[src/rtl/i2c_txq_pkg.sv]
// Shared types for the I2C transmit queue.
// Assumes: the flag indexes are the bit positions of the sts_clr input.
package i2c_txq_pkg;
    typedef enum logic [1:0] {
        DR_IDLE = 2'd0,
        DR_BUSY = 2'd1,
        DR_HALT = 2'd2
    } drain_state_e;

    localparam int FLG_NAK   = 0;
    localparam int FLG_EMPTY = 1;
    localparam int FLG_OVF   = 2;
    localparam int NUM_FLAGS = 3;
endpackage

[src/rtl/txq_store.sv]
// Circular byte store with a read pointer, a write pointer and an occupancy count.
// Assumes: push is never raised when full. A flush overrides push and pop.
module txq_store #(
    parameter int DEPTH = 64,
    parameter int DW    = 8,
    localparam int AW   = $clog2(DEPTH),
    localparam int CW   = AW + 1
) (
    input  logic          clk,
    input  logic          rst_n,
    input  logic          push,
    input  logic          pop,
    input  logic          flush,
    input  logic [DW-1:0] wdata,
    output logic [DW-1:0] head,
    output logic [CW-1:0] level,
    output logic          full,
    output logic          empty
);
    logic [DW-1:0] mem [DEPTH];
    logic [AW-1:0] wr_ptr, rd_ptr;

    function automatic logic [AW-1:0] ptr_inc(input logic [AW-1:0] p);
        return (p == AW'(DEPTH - 1)) ? '0 : p + 1'b1;
    endfunction

    // Write the pushed byte into the slot under the write pointer.
    always_ff @(posedge clk) begin
        if (push && !flush) mem[wr_ptr] <= wdata;
    end

    // Move the pointers and the count; a flush returns all of them to zero.
    always_ff @(posedge clk) begin
        if (!rst_n || flush) begin
            wr_ptr <= '0;
            rd_ptr <= '0;
            level  <= '0;
        end else begin
            if (push) wr_ptr <= ptr_inc(wr_ptr);
            if (pop)  rd_ptr <= ptr_inc(rd_ptr);
            level <= level + CW'(push) - CW'(pop);
        end
    end

    // Present the oldest byte and the occupancy state.
    always_comb begin
        head  = mem[rd_ptr];
        full  = (level == CW'(DEPTH));
        empty = (level == '0);
    end

    assert_level_bound_R1: assert property (@(posedge clk) disable iff (!rst_n)
        level <= CW'(DEPTH));
    assert_flush_clears_R4: assert property (@(posedge clk) disable iff (!rst_n)
        flush |=> (level == '0));
    assert_pop_nonempty_R6: assert property (@(posedge clk) disable iff (!rst_n)
        (pop && !flush) |-> (level != '0));
endmodule

[src/rtl/txq_drain.sv]
// Drain sequencer: offers one byte at a time to the byte engine and waits for the
// end of its acknowledge slot. A refused byte halts the drain until a flush.
// Assumes: eng_nak is meaningful only together with eng_done.
module txq_drain
    import i2c_txq_pkg::*;
#(
    parameter int DW = 8
) (
    input  logic          clk,
    input  logic          rst_n,
    input  logic          fifo_en,
    input  logic          flush,
    input  logic          have_data,
    input  logic [DW-1:0] head,
    input  logic          eng_done,
    input  logic          eng_nak,
    output logic          eng_req,
    output logic [DW-1:0] eng_byte,
    output logic          pop,
    output logic          nak_evt
);
    drain_state_e state;

    // Step the drain state machine and latch the offered byte at launch.
    always_ff @(posedge clk) begin
        if (!rst_n) begin
            state    <= DR_IDLE;
            eng_byte <= '0;
        end else if (flush) begin
            state <= DR_IDLE;
        end else begin
            unique case (state)
                DR_IDLE: if (fifo_en && have_data) begin
                    state    <= DR_BUSY;
                    eng_byte <= head;
                end
                DR_BUSY: if (eng_done) state <= eng_nak ? DR_HALT : DR_IDLE;
                DR_HALT: state <= DR_HALT;
                default: state <= DR_IDLE;
            endcase
        end
    end

    // Derive the request and the completion events from the state.
    always_comb begin
        eng_req = (state == DR_BUSY);
        pop     = eng_req && eng_done && !flush;
        nak_evt = pop && eng_nak;
    end

    assert_hold_byte_R6: assert property (@(posedge clk) disable iff (!rst_n)
        (eng_req && !eng_done && !flush) |=> (eng_req && $stable(eng_byte)));
    assert_gap_after_done_R6: assert property (@(posedge clk) disable iff (!rst_n)
        (eng_req && eng_done) |=> !eng_req);
    assert_halt_holds_R7: assert property (@(posedge clk) disable iff (!rst_n)
        (state == DR_HALT && !flush) |=> !eng_req);
    assert_no_launch_disabled_R11: assert property (@(posedge clk) disable iff (!rst_n)
        (!fifo_en && !eng_req) |=> !eng_req);
    assert_flush_abandons_R4: assert property (@(posedge clk) disable iff (!rst_n)
        flush |=> !eng_req);
endmodule

[src/rtl/txq_flags.sv]
// Sticky event flags with per-bit clear. A set in the same cycle as its clear wins.
// Assumes: set and clr bits are single-cycle strobes.
module txq_flags #(
    parameter int NF = 3
) (
    input  logic          clk,
    input  logic          rst_n,
    input  logic [NF-1:0] set,
    input  logic [NF-1:0] clr,
    output logic [NF-1:0] flags
);
    for (genvar i = 0; i < NF; i++) begin : g_flag
        // Hold, clear or set one sticky flag.
        always_ff @(posedge clk) begin
            if (!rst_n) flags[i] <= 1'b0;
            else        flags[i] <= (flags[i] && !clr[i]) || set[i];
        end

        assert_sticky_R10: assert property (@(posedge clk) disable iff (!rst_n)
            (flags[i] && !clr[i]) |=> flags[i]);
        assert_set_wins_R10: assert property (@(posedge clk) disable iff (!rst_n)
            set[i] |=> flags[i]);
    end
endmodule

[src/rtl/i2c_txq_nak.sv]
// I2C transmit byte queue: accepts pushes in queue mode, drains them in order to
// the byte engine, halts on a target refusal and reports level and sticky flags.
// Assumes: the byte engine holds eng_done for one cycle per offered byte.
module i2c_txq_nak
    import i2c_txq_pkg::*;
#(
    parameter int DEPTH = 64,
    parameter int DW    = 8,
    localparam int CW   = $clog2(DEPTH) + 1
) (
    input  logic                 clk,
    input  logic                 rst_n,
    input  logic                 fifo_en,
    input  logic                 flush,
    input  logic                 wr_valid,
    input  logic [DW-1:0]        wr_data,
    input  logic                 empty_ie,
    input  logic [NUM_FLAGS-1:0] sts_clr,
    input  logic                 eng_done,
    input  logic                 eng_nak,
    output logic                 eng_req,
    output logic [DW-1:0]        eng_byte,
    output logic                 tx_empty,
    output logic [CW-1:0]        fill_level,
    output logic                 nak_flag,
    output logic                 empty_flag,
    output logic                 ovf_flag,
    output logic                 irq
);
    logic          push_try, push_ok, ovf_evt, empty_evt;
    logic          pop, nak_evt, full, empty;
    logic [DW-1:0] head;
    logic [NUM_FLAGS-1:0] flag_set, flag_vec;

    // Decide whether a push is stored, dropped for overflow or ignored.
    always_comb begin
        push_try = fifo_en && wr_valid && !flush;
        push_ok  = push_try && !full;
        ovf_evt  = push_try && full;
    end

    txq_store #(.DEPTH(DEPTH), .DW(DW)) u_store (
        .clk(clk), .rst_n(rst_n), .push(push_ok), .pop(pop), .flush(flush),
        .wdata(wr_data), .head(head), .level(fill_level), .full(full), .empty(empty)
    );

    txq_drain #(.DW(DW)) u_drain (
        .clk(clk), .rst_n(rst_n), .fifo_en(fifo_en), .flush(flush),
        .have_data(!empty), .head(head), .eng_done(eng_done), .eng_nak(eng_nak),
        .eng_req(eng_req), .eng_byte(eng_byte), .pop(pop), .nak_evt(nak_evt)
    );

    // Raise the drained event when an acknowledged byte empties the queue.
    always_comb begin
        empty_evt           = pop && !nak_evt && (fill_level == CW'(1)) && !push_ok;
        flag_set            = '0;
        flag_set[FLG_NAK]   = nak_evt;
        flag_set[FLG_EMPTY] = empty_evt;
        flag_set[FLG_OVF]   = ovf_evt;
    end

    txq_flags #(.NF(NUM_FLAGS)) u_flags (
        .clk(clk), .rst_n(rst_n), .set(flag_set), .clr(sts_clr), .flags(flag_vec)
    );

    // Map the flag vector onto the status outputs and the interrupt.
    always_comb begin
        nak_flag   = flag_vec[FLG_NAK];
        empty_flag = flag_vec[FLG_EMPTY];
        ovf_flag   = flag_vec[FLG_OVF];
        tx_empty   = empty;
        irq        = empty_flag && empty_ie;
    end

    assert_no_overflow_R3: assert property (@(posedge clk) disable iff (!rst_n)
        (full && push_try && !pop) |=> (fill_level == CW'(DEPTH)));
    assert_ignored_push_R2: assert property (@(posedge clk) disable iff (!rst_n)
        (!fifo_en && !eng_req && !flush) |=> $stable(fill_level));
    assert_empty_level_R8: assert property (@(posedge clk) disable iff (!rst_n)
        tx_empty == (fill_level == '0));
endmodule

[config.mk]
export PLATFORM = sky130hd
export DESIGN_NAME = i2c_txq_nak
export DESIGN_NICKNAME = d
export VERILOG_FILES = /design/src/rtl/i2c_txq_pkg.sv /design/src/rtl/txq_store.sv /design/src/rtl/txq_drain.sv /design/src/rtl/txq_flags.sv /design/src/rtl/i2c_txq_nak.sv
export SDC_FILE = /design/constraint.sdc
export NUM_CORES = 1
export LEC_CHECK = 0
export ABC_CLOCK_PERIOD_IN_PS = 3580
export BUFFER_PORTS_ARGS = -buffer_cell sky130_fd_sc_hd__buf_4
export CAP_MARGIN = 20
export CORE_UTILIZATION = 61
export DETAILED_ROUTE_END_ITERATION = 8
export HOLD_SLACK_MARGIN = 0.06
export PLACE_DENSITY = 0.84
export RECOVER_POWER = 25
export SETUP_SLACK_MARGIN = 0.2
export SLEW_MARGIN = 20
export SYNTH_ARGS = -nofsm -noshare
export SYNTH_HDL_FRONTEND = slang
export SYNTH_SLANG_ARGS = --single-unit
[constraint.sdc]
create_clock -name clk -period 3.58 [get_ports clk]
set_clock_uncertainty 0.15 [all_clocks]
set_input_delay 0.179 -clock clk [delete_from_list [all_inputs] [get_ports clk]]
set_output_delay 0.179 -clock clk [all_outputs]
set_load 0.05 [all_outputs]
# Word level (Yosys, flattened, before mapping)
# Memory sizes are Yosys's and may differ from the RTL's. A register that Yosys moved wholly into a read port is not among the register bits.
# Cells that the tools add are included.
[classes] reduce_logical=35 n_addsub=4 n_eq_ne=8 n_mux=8 bitwise=2
[ops] cell="logical AND 1 bit" count=16
[ops] cell="adder 6 x 1 -> 6 bit (second input constant)" count=2
[ops] cell="== test 6 bit (second input constant)" count=2
[ops] cell="2-to-1 mux 6 bit" count=2
[ops] cell="zero test 1 bit" count=10
[ops] cell="adder 7 x 1 -> 7 bit" count=1
[ops] cell="== test 7 x 1 -> 1 bit (second input constant)" count=1
[ops] cell="== test 7 bit (second input constant)" count=1
[ops] cell="zero test 7 bit" count=1
[ops] cell="subtractor 7 x 1 -> 7 bit" count=1
[ops] cell="2-to-1 mux 2 bit" count=3
[ops] cell="case mux 2 bit (3 select lines)" count=1
[ops] cell="logical OR 1 bit" count=4
[ops] cell="AND reduction 3 bit" count=1
[ops] cell="== test 2 x 1 -> 1 bit (second input constant)" count=1
[ops] cell="== test 2 bit (second input constant)" count=1
[ops] cell="zero test 2 bit" count=1
[ops] cell="2-to-1 mux 1 bit" count=2
[ops] cell="inequality test 2 x 1 -> 1 bit (second input constant)" count=1
[ops] cell="inequality test 2 bit (second input constant)" count=1
[ops] cell="NOT 1 bit" count=2
[ops] cell="AND reduction 2 bit" count=1
[ops] cell="OR reduction 2 bit" count=1
[totals] regBits=24 mem_bits_rw=512 n_memories=1
[memory_table] memory="u_store.mem" depth=64 word_bits=8 rd=1 rd_ports_with_merged_regs=1 write_ports=1 line_no="txq_store.sv:20" rtl="logic [DW-1:0] mem [DEPTH];"

# Depth between registers and ports, before layout
[depth] ltp_word=9 ltp_mapped=14 mapped_depth_nobuf=14

# Cells and area by module
# A second synthesis with hierarchy kept.
[hier_totals] cells_unflattened=1093 hier_area_um2=21735.8
[by_module_without_submodules] module="txq_store" seq_area_each_um2=15875.2 n_inst=1 area_per_inst_um2=21112.7 cells_each=1029
[by_module_without_submodules] module="txq_drain" seq_area_each_um2=200.2 n_inst=1 area_per_inst_um2=432.9 cells_each=47
[by_module_without_submodules] module="txq_flags" seq_area_each_um2=60.1 n_inst=1 area_per_inst_um2=123.9 cells_each=9
[by_module_without_submodules] module="i2c_txq_nak" seq_area_each_um2=0.0 n_inst=1 area_per_inst_um2=66.3 cells_each=8

# Worst setup path after synthesis
# Ideal clock, no wire load.
[synth_timing] path_type="register -> register" start="register u_drain.state[0]" end="register u_store.level[6]" path_stages_with_launch=15 setup_slack_ps=-46 arrival_time_ps=3348 path_buffers=0 synth_period_minus_slack_ps=3626 setup_time_ps=128 cell_sequence="dfxtp_1 > nor2b_1 > nand2_1 > nor2_2 > ha_1 > inv_1 > ha_1 > inv_1 > fa_1 > nand2b_1 > a21oi_1 > o21ai_0 > a21oi_1 > or3_1 > a21oi_1"
[synth_via] elab_chain_cells=4
[synth_lines] element="start: declaration" line_no="txq_drain.sv:22" rtl="drain_state_e state;"
[synth_lines] element="start signal: assignment" line_no="txq_drain.sv:37" rtl="DR_BUSY: if (eng_done) state <= eng_nak ? DR_HALT : DR_IDLE;"
[synth_lines] element="== test 2 x 1 -> 1 bit" line_no="txq_drain.sv:46" rtl="eng_req = (state == DR_BUSY);"
[synth_lines] element="named net eng_req" line_no="i2c_txq_nak.sv:21" rtl="output logic eng_req,"
[synth_lines] element="logical AND 1 bit (2 in series)" line_no="txq_drain.sv:47" rtl="pop = eng_req && eng_done && !flush;"
[synth_lines] element="named net pop" line_no="i2c_txq_nak.sv:31" rtl="logic pop, nak_evt, full, empty;"
[synth_lines] element="subtractor 7 x 1 -> 7 bit" line_no="txq_store.sv:41" rtl="level <= level + CW'(push) - CW'(pop);"
[synth_lines] element="end signal: assignment" line_no="txq_store.sv:41"
[synth_lines] element="end: declaration" line_no="txq_store.sv:16" rtl="output logic [CW-1:0] level,"
# The timed path passes the listed nets, and every way through them passes these cells.
# A chain may end at the register's enable or synchronous reset.

# Final worst setup path
[layout_timing] start="register u_drain.state[0]" end="register u_store.level[6]"
[layout_via] elab_chain_cells=4
[layout_lines] element="== test 2 x 1 -> 1 bit" line_no="txq_drain.sv:46"
[layout_lines] element="logical AND 1 bit (2 in series)" line_no="txq_drain.sv:47"
[layout_lines] element="named net pop" line_no="i2c_txq_nak.sv:31"
[layout_lines] element="subtractor 7 x 1 -> 7 bit" line_no="txq_store.sv:41"
# The timed path passes the listed nets, and every way through them passes these cells.

==> impl_results.md <==
- Clock latency of the later-clocked register in the worst-skew pair: 0.58 ns
- Hold Path Origin: wr_valid
- Slew of the pin with the lowest slew margin: 3.29 ns
- Arrival time worst endpoint: 3.41 ns
- Peak Freq: 318 MHz
- Depth of the most critical reg-to-reg path: 14
- Diode count: 0
- R2r startpoint: u_drain.state[0]
- TritonCTS Buffers: 51
- Wire length of the first global-routing pass: 72.5 mm
- EDFF count, synth: 512
- Final worst path period share: 87.9%
- Placement row count: 68
- Min Clock Period, post-route: 3.15 ns
- Destination of the worst register-to-register timing path: u_store.level[6]
- Met2 wirelength from detailed routing: 23.5 mm
- Horizontal die dimension: 191 um
- Routed wire length per instance: 26.8 um
- Via count of the first global-routing pass: 11800
- Layout overhead on the synthesized area: 12.9%
- Routed WL: 49.2 mm
- Largest voltage drop on the vdd net: 0.000338 V
- Power density cells: 504 nW/um^2
- Status: complete, but fails checks
- CP max stage cell: sky130_fd_sc_hd__dfxtp_1
- Worst hold slack: 0.212 ns
- GRT Resource Usage Total: 27.5%
- Layout filler cell count: 1964
- Cell occurring most often along the worst timing path: sky130_fd_sc_hd__a21oi_1
- Startpoint type of the worst setup path: flip-flop
- Top cells by area, synth: sky130_fd_sc_hd__edfxtp_1 (71%), sky130_fd_sc_hd__mux4_2 (6.4%), sky130_fd_sc_hd__mux2i_1 (6.2%)
- Crit path from: u_drain.state[0]
- Maximum number of pins on one net before global-route repair: 65
- Count of synthesis-stage warnings from yosys: 0
- Syn Area/Cell: 17.9 um^2
- Total number of H-tree levels: 2
- Top-level I/O count: 40
- Highest metal layer used by the detailed router: met4
- Proportion of netlist area held by the largest area contributor: 70.6%
- Post-Syn Area: 21800 um^2
- Asr flop ratio synth: 0%
- Largest fanout of any net on the critical path: 8
- Initial core utilization: 62.6%
- Min-Delay Path Depth: 7
- Initial DRC Count: 1509
- Post-synthesis register bit count: 544
- Half-perimeter wire length after detailed placement: 29.9 mm
- Buffer levels on the longest clock path: 3
- Detailed-routing wirelength on met1: 18.6 mm
- Residual DRC: 0
- Number of antenna violations at the first check in global routing: 0
- Global route overflow: 0
- Kind of end point of the critical path: flip-flop
- Max-slew violation count: 455
- DIE AREA: 36500 um^2
- Detailed-routing iteration count for the pre-antenna-repair pass: 6
- R2R setup slack: 0.43 ns
- Setup repair after global routing missed its margin: false
- Required time of the critical path: 3.85 ns
- Count of nets after finishing: 1373
- CP bufs+invs: 2
- Gate Count Post-Synth: 1216
- Final estimated routing congestion in global placement: 0.934
- Vias after detailed routing: 12100
- Sequential area share after synthesis: 73.5%
- Max_cap viols: 7
- Leak Pwr: 0.00765 uW
- Final Setup Violations: 0
- Number of vias per cell: 6.59
- Core ar.: 34800 um^2
- Post-synth net total: 1247
- Final Hold Violating Endpoints: 0
- Register clock-pin slew on the reported worst setup and hold paths: 0.06 ns
- Cell type with the highest aggregate area in the netlist: sky130_fd_sc_hd__edfxtp_1
- Distinct cell type count of the synthesized netlist: 65
- Failing checks: max-capacitance violations, max-slew violations
- Count of cell instances traversed by the critical path: 14
- Hold EP: u_store.wr_ptr[2]
- Setup TNS: 0 ns
- Top delay family on crit path: simple AND/OR/NAND/NOR gates
- Post-route ant nets: 0
- List of cells traversed by the critical path: nor2b_4 > nand2_1 > nor2_4 > ha_1 > inv_1 > ha_1 > inv_1 > fa_1 > nand2b_1 > a21oi_1 > o21ai_0 > a21oi_1 > or3_1 > a21oi_1
- Worst min-delay path class: in2reg
- Detailed-routed wire length on met3: 5.57 mm
- Worst relative slew slack: -119%
- I/O Buffers: 39
- Most used flip-flop cell after synthesis: sky130_fd_sc_hd__edfxtp_1
- Share of cells above drive strength 1: 19.7%
- CTS tree: yes
- Type of the worst setup path: reg2reg
- Clk root buf: sky130_fd_sc_hd__clkbuf_16
- Total clock sinks: 544
- Slowest Stage Delay on Critical Path: 0.44 ns
- Count leader, synth: sky130_fd_sc_hd__edfxtp_1
- Commonest cells post-synth: sky130_fd_sc_hd__edfxtp_1 (512), sky130_fd_sc_hd__mux2i_1 (135), sky130_fd_sc_hd__nor2_1 (94), sky130_fd_sc_hd__mux4_2 (62), sky130_fd_sc_hd__nand2_1 (39)
- Die boundary height: 191 um
[sequential cells by signal, indices dropped and copies added, names as in the netlist]
name and count:
u_store.wr_ptr 6, u_store.mem 512, u_drain.state 2, u_store.rd_ptr 6, u_flags.flags 3, u_drain.eng_byte 8, u_store.level 7
[logic make-up after synthesis]
logic type | count (synthesis) | synth area share (%)
flip-flops | 544 | 73.5
AND/OR/NAND/NOR | 214 | 4.69
multiplexers | 210 | 13.6
AO/OA/AOI/OAI | 146 | 4.73
buffers and inverters | 79 | 2.33
adder cells (fa/ha/maj) | 12 | 0.724
XOR/XNOR | 11 | 0.442
[power breakdown]
part | internal (uW) | total, uW | switching (uW) | leakage, uW
logic | 59.5 | 241 | 182 | 0.00202
registers | 6970 | 6980 | 11.0 | 0.00486
clock network | 2960 | 5180 | 2220 | 0.000769
total | 9990 | 12400 | 2410 | 0.00765
[layout by cell type, fill, tap and decap left out, drive strengths merged, types with 8 or more instances in the layout]
cell type and count:
mux4 66, a21oi 29, nand2 39, nor3 8, mux2i 135, inv 17
a22o 10, dfxtp 32, edfxtp 512, a211oi 10, o21ai 22, clkinv 13
nor2 97, dlygate4sd3 16, a221oi 8, buf 115, a31oi 9, nand3 21
ha 11, clkbuf 78, mux2 9, a22oi 26, nor2b 11, xor2 8
[what timing repair did]
| action | CTS | global route |
|---|---|---|
| hold endpoints to repair | 301 | 0 |
| hold buffers | 16 | 0 |
| setup buffers | 0 | 0 |
| gates resized for setup | 0 | 2 |
| endpoints found under the setup margin | 0 | 1 |
[final cells by class]
cell class,instances,area [um^2],area share [%]
inverter,14,52.6,0.214
tap,455,569,2.31
sequential,544,16000,65.1
multi-input combinational,593,5280,21.5
clock inverter,22,218,0.885
clock buffer,71,1370,5.57
timing repair buffer,138,1090,4.42
[worst max path at each step]
stage                                  end  slack, ns
after floorplan           u_store.level[6]       0.30
after global placement    u_store.level[6]       0.56
after detailed placement  u_store.level[6]       0.44
after CTS                 u_store.level[6]       0.39
after global routing      u_store.level[6]       0.19
final                     u_store.level[6]       0.43
[per-stage QoR]
stage | cells | total power [uW] | setup slack [ns] | area [um^2] | utilization (%)
floorplan | 1216 | 7190 | 0.295 | 21800 | -
global placement | 1728 | 7330 | 0.563 | 22900 | 65.7
detailed placement | 1728 | 7330 | 0.443 | 22900 | 65.7
CTS | 1837 | 12400 | 0.385 | 24600 | 70.7
global route | 1837 | 12700 | 0.189 | 24600 | 70.7
finish | 1837 | 12400 | 0.434 | 24600 | 70.7
[per-layer routing]
layer	GRT usage, %	up-vias
met4	9.02	0
met5	0	-
met3	7.14	130
met2	44.0	748
met1	36.9	6121
li1	-	5114
[tightest hold or removal path: stages]
cell                       delay (ns)
sky130_fd_sc_hd__buf_4           0.11
sky130_fd_sc_hd__nand3b_1        0.13
sky130_fd_sc_hd__a31oi_1         0.06
sky130_fd_sc_hd__buf_4           0.18
sky130_fd_sc_hd__nand2_1         0.09
sky130_fd_sc_hd__xor2_1          0.07
sky130_fd_sc_hd__nor2_1          0.08
Power figures use the tool's default switching activity.
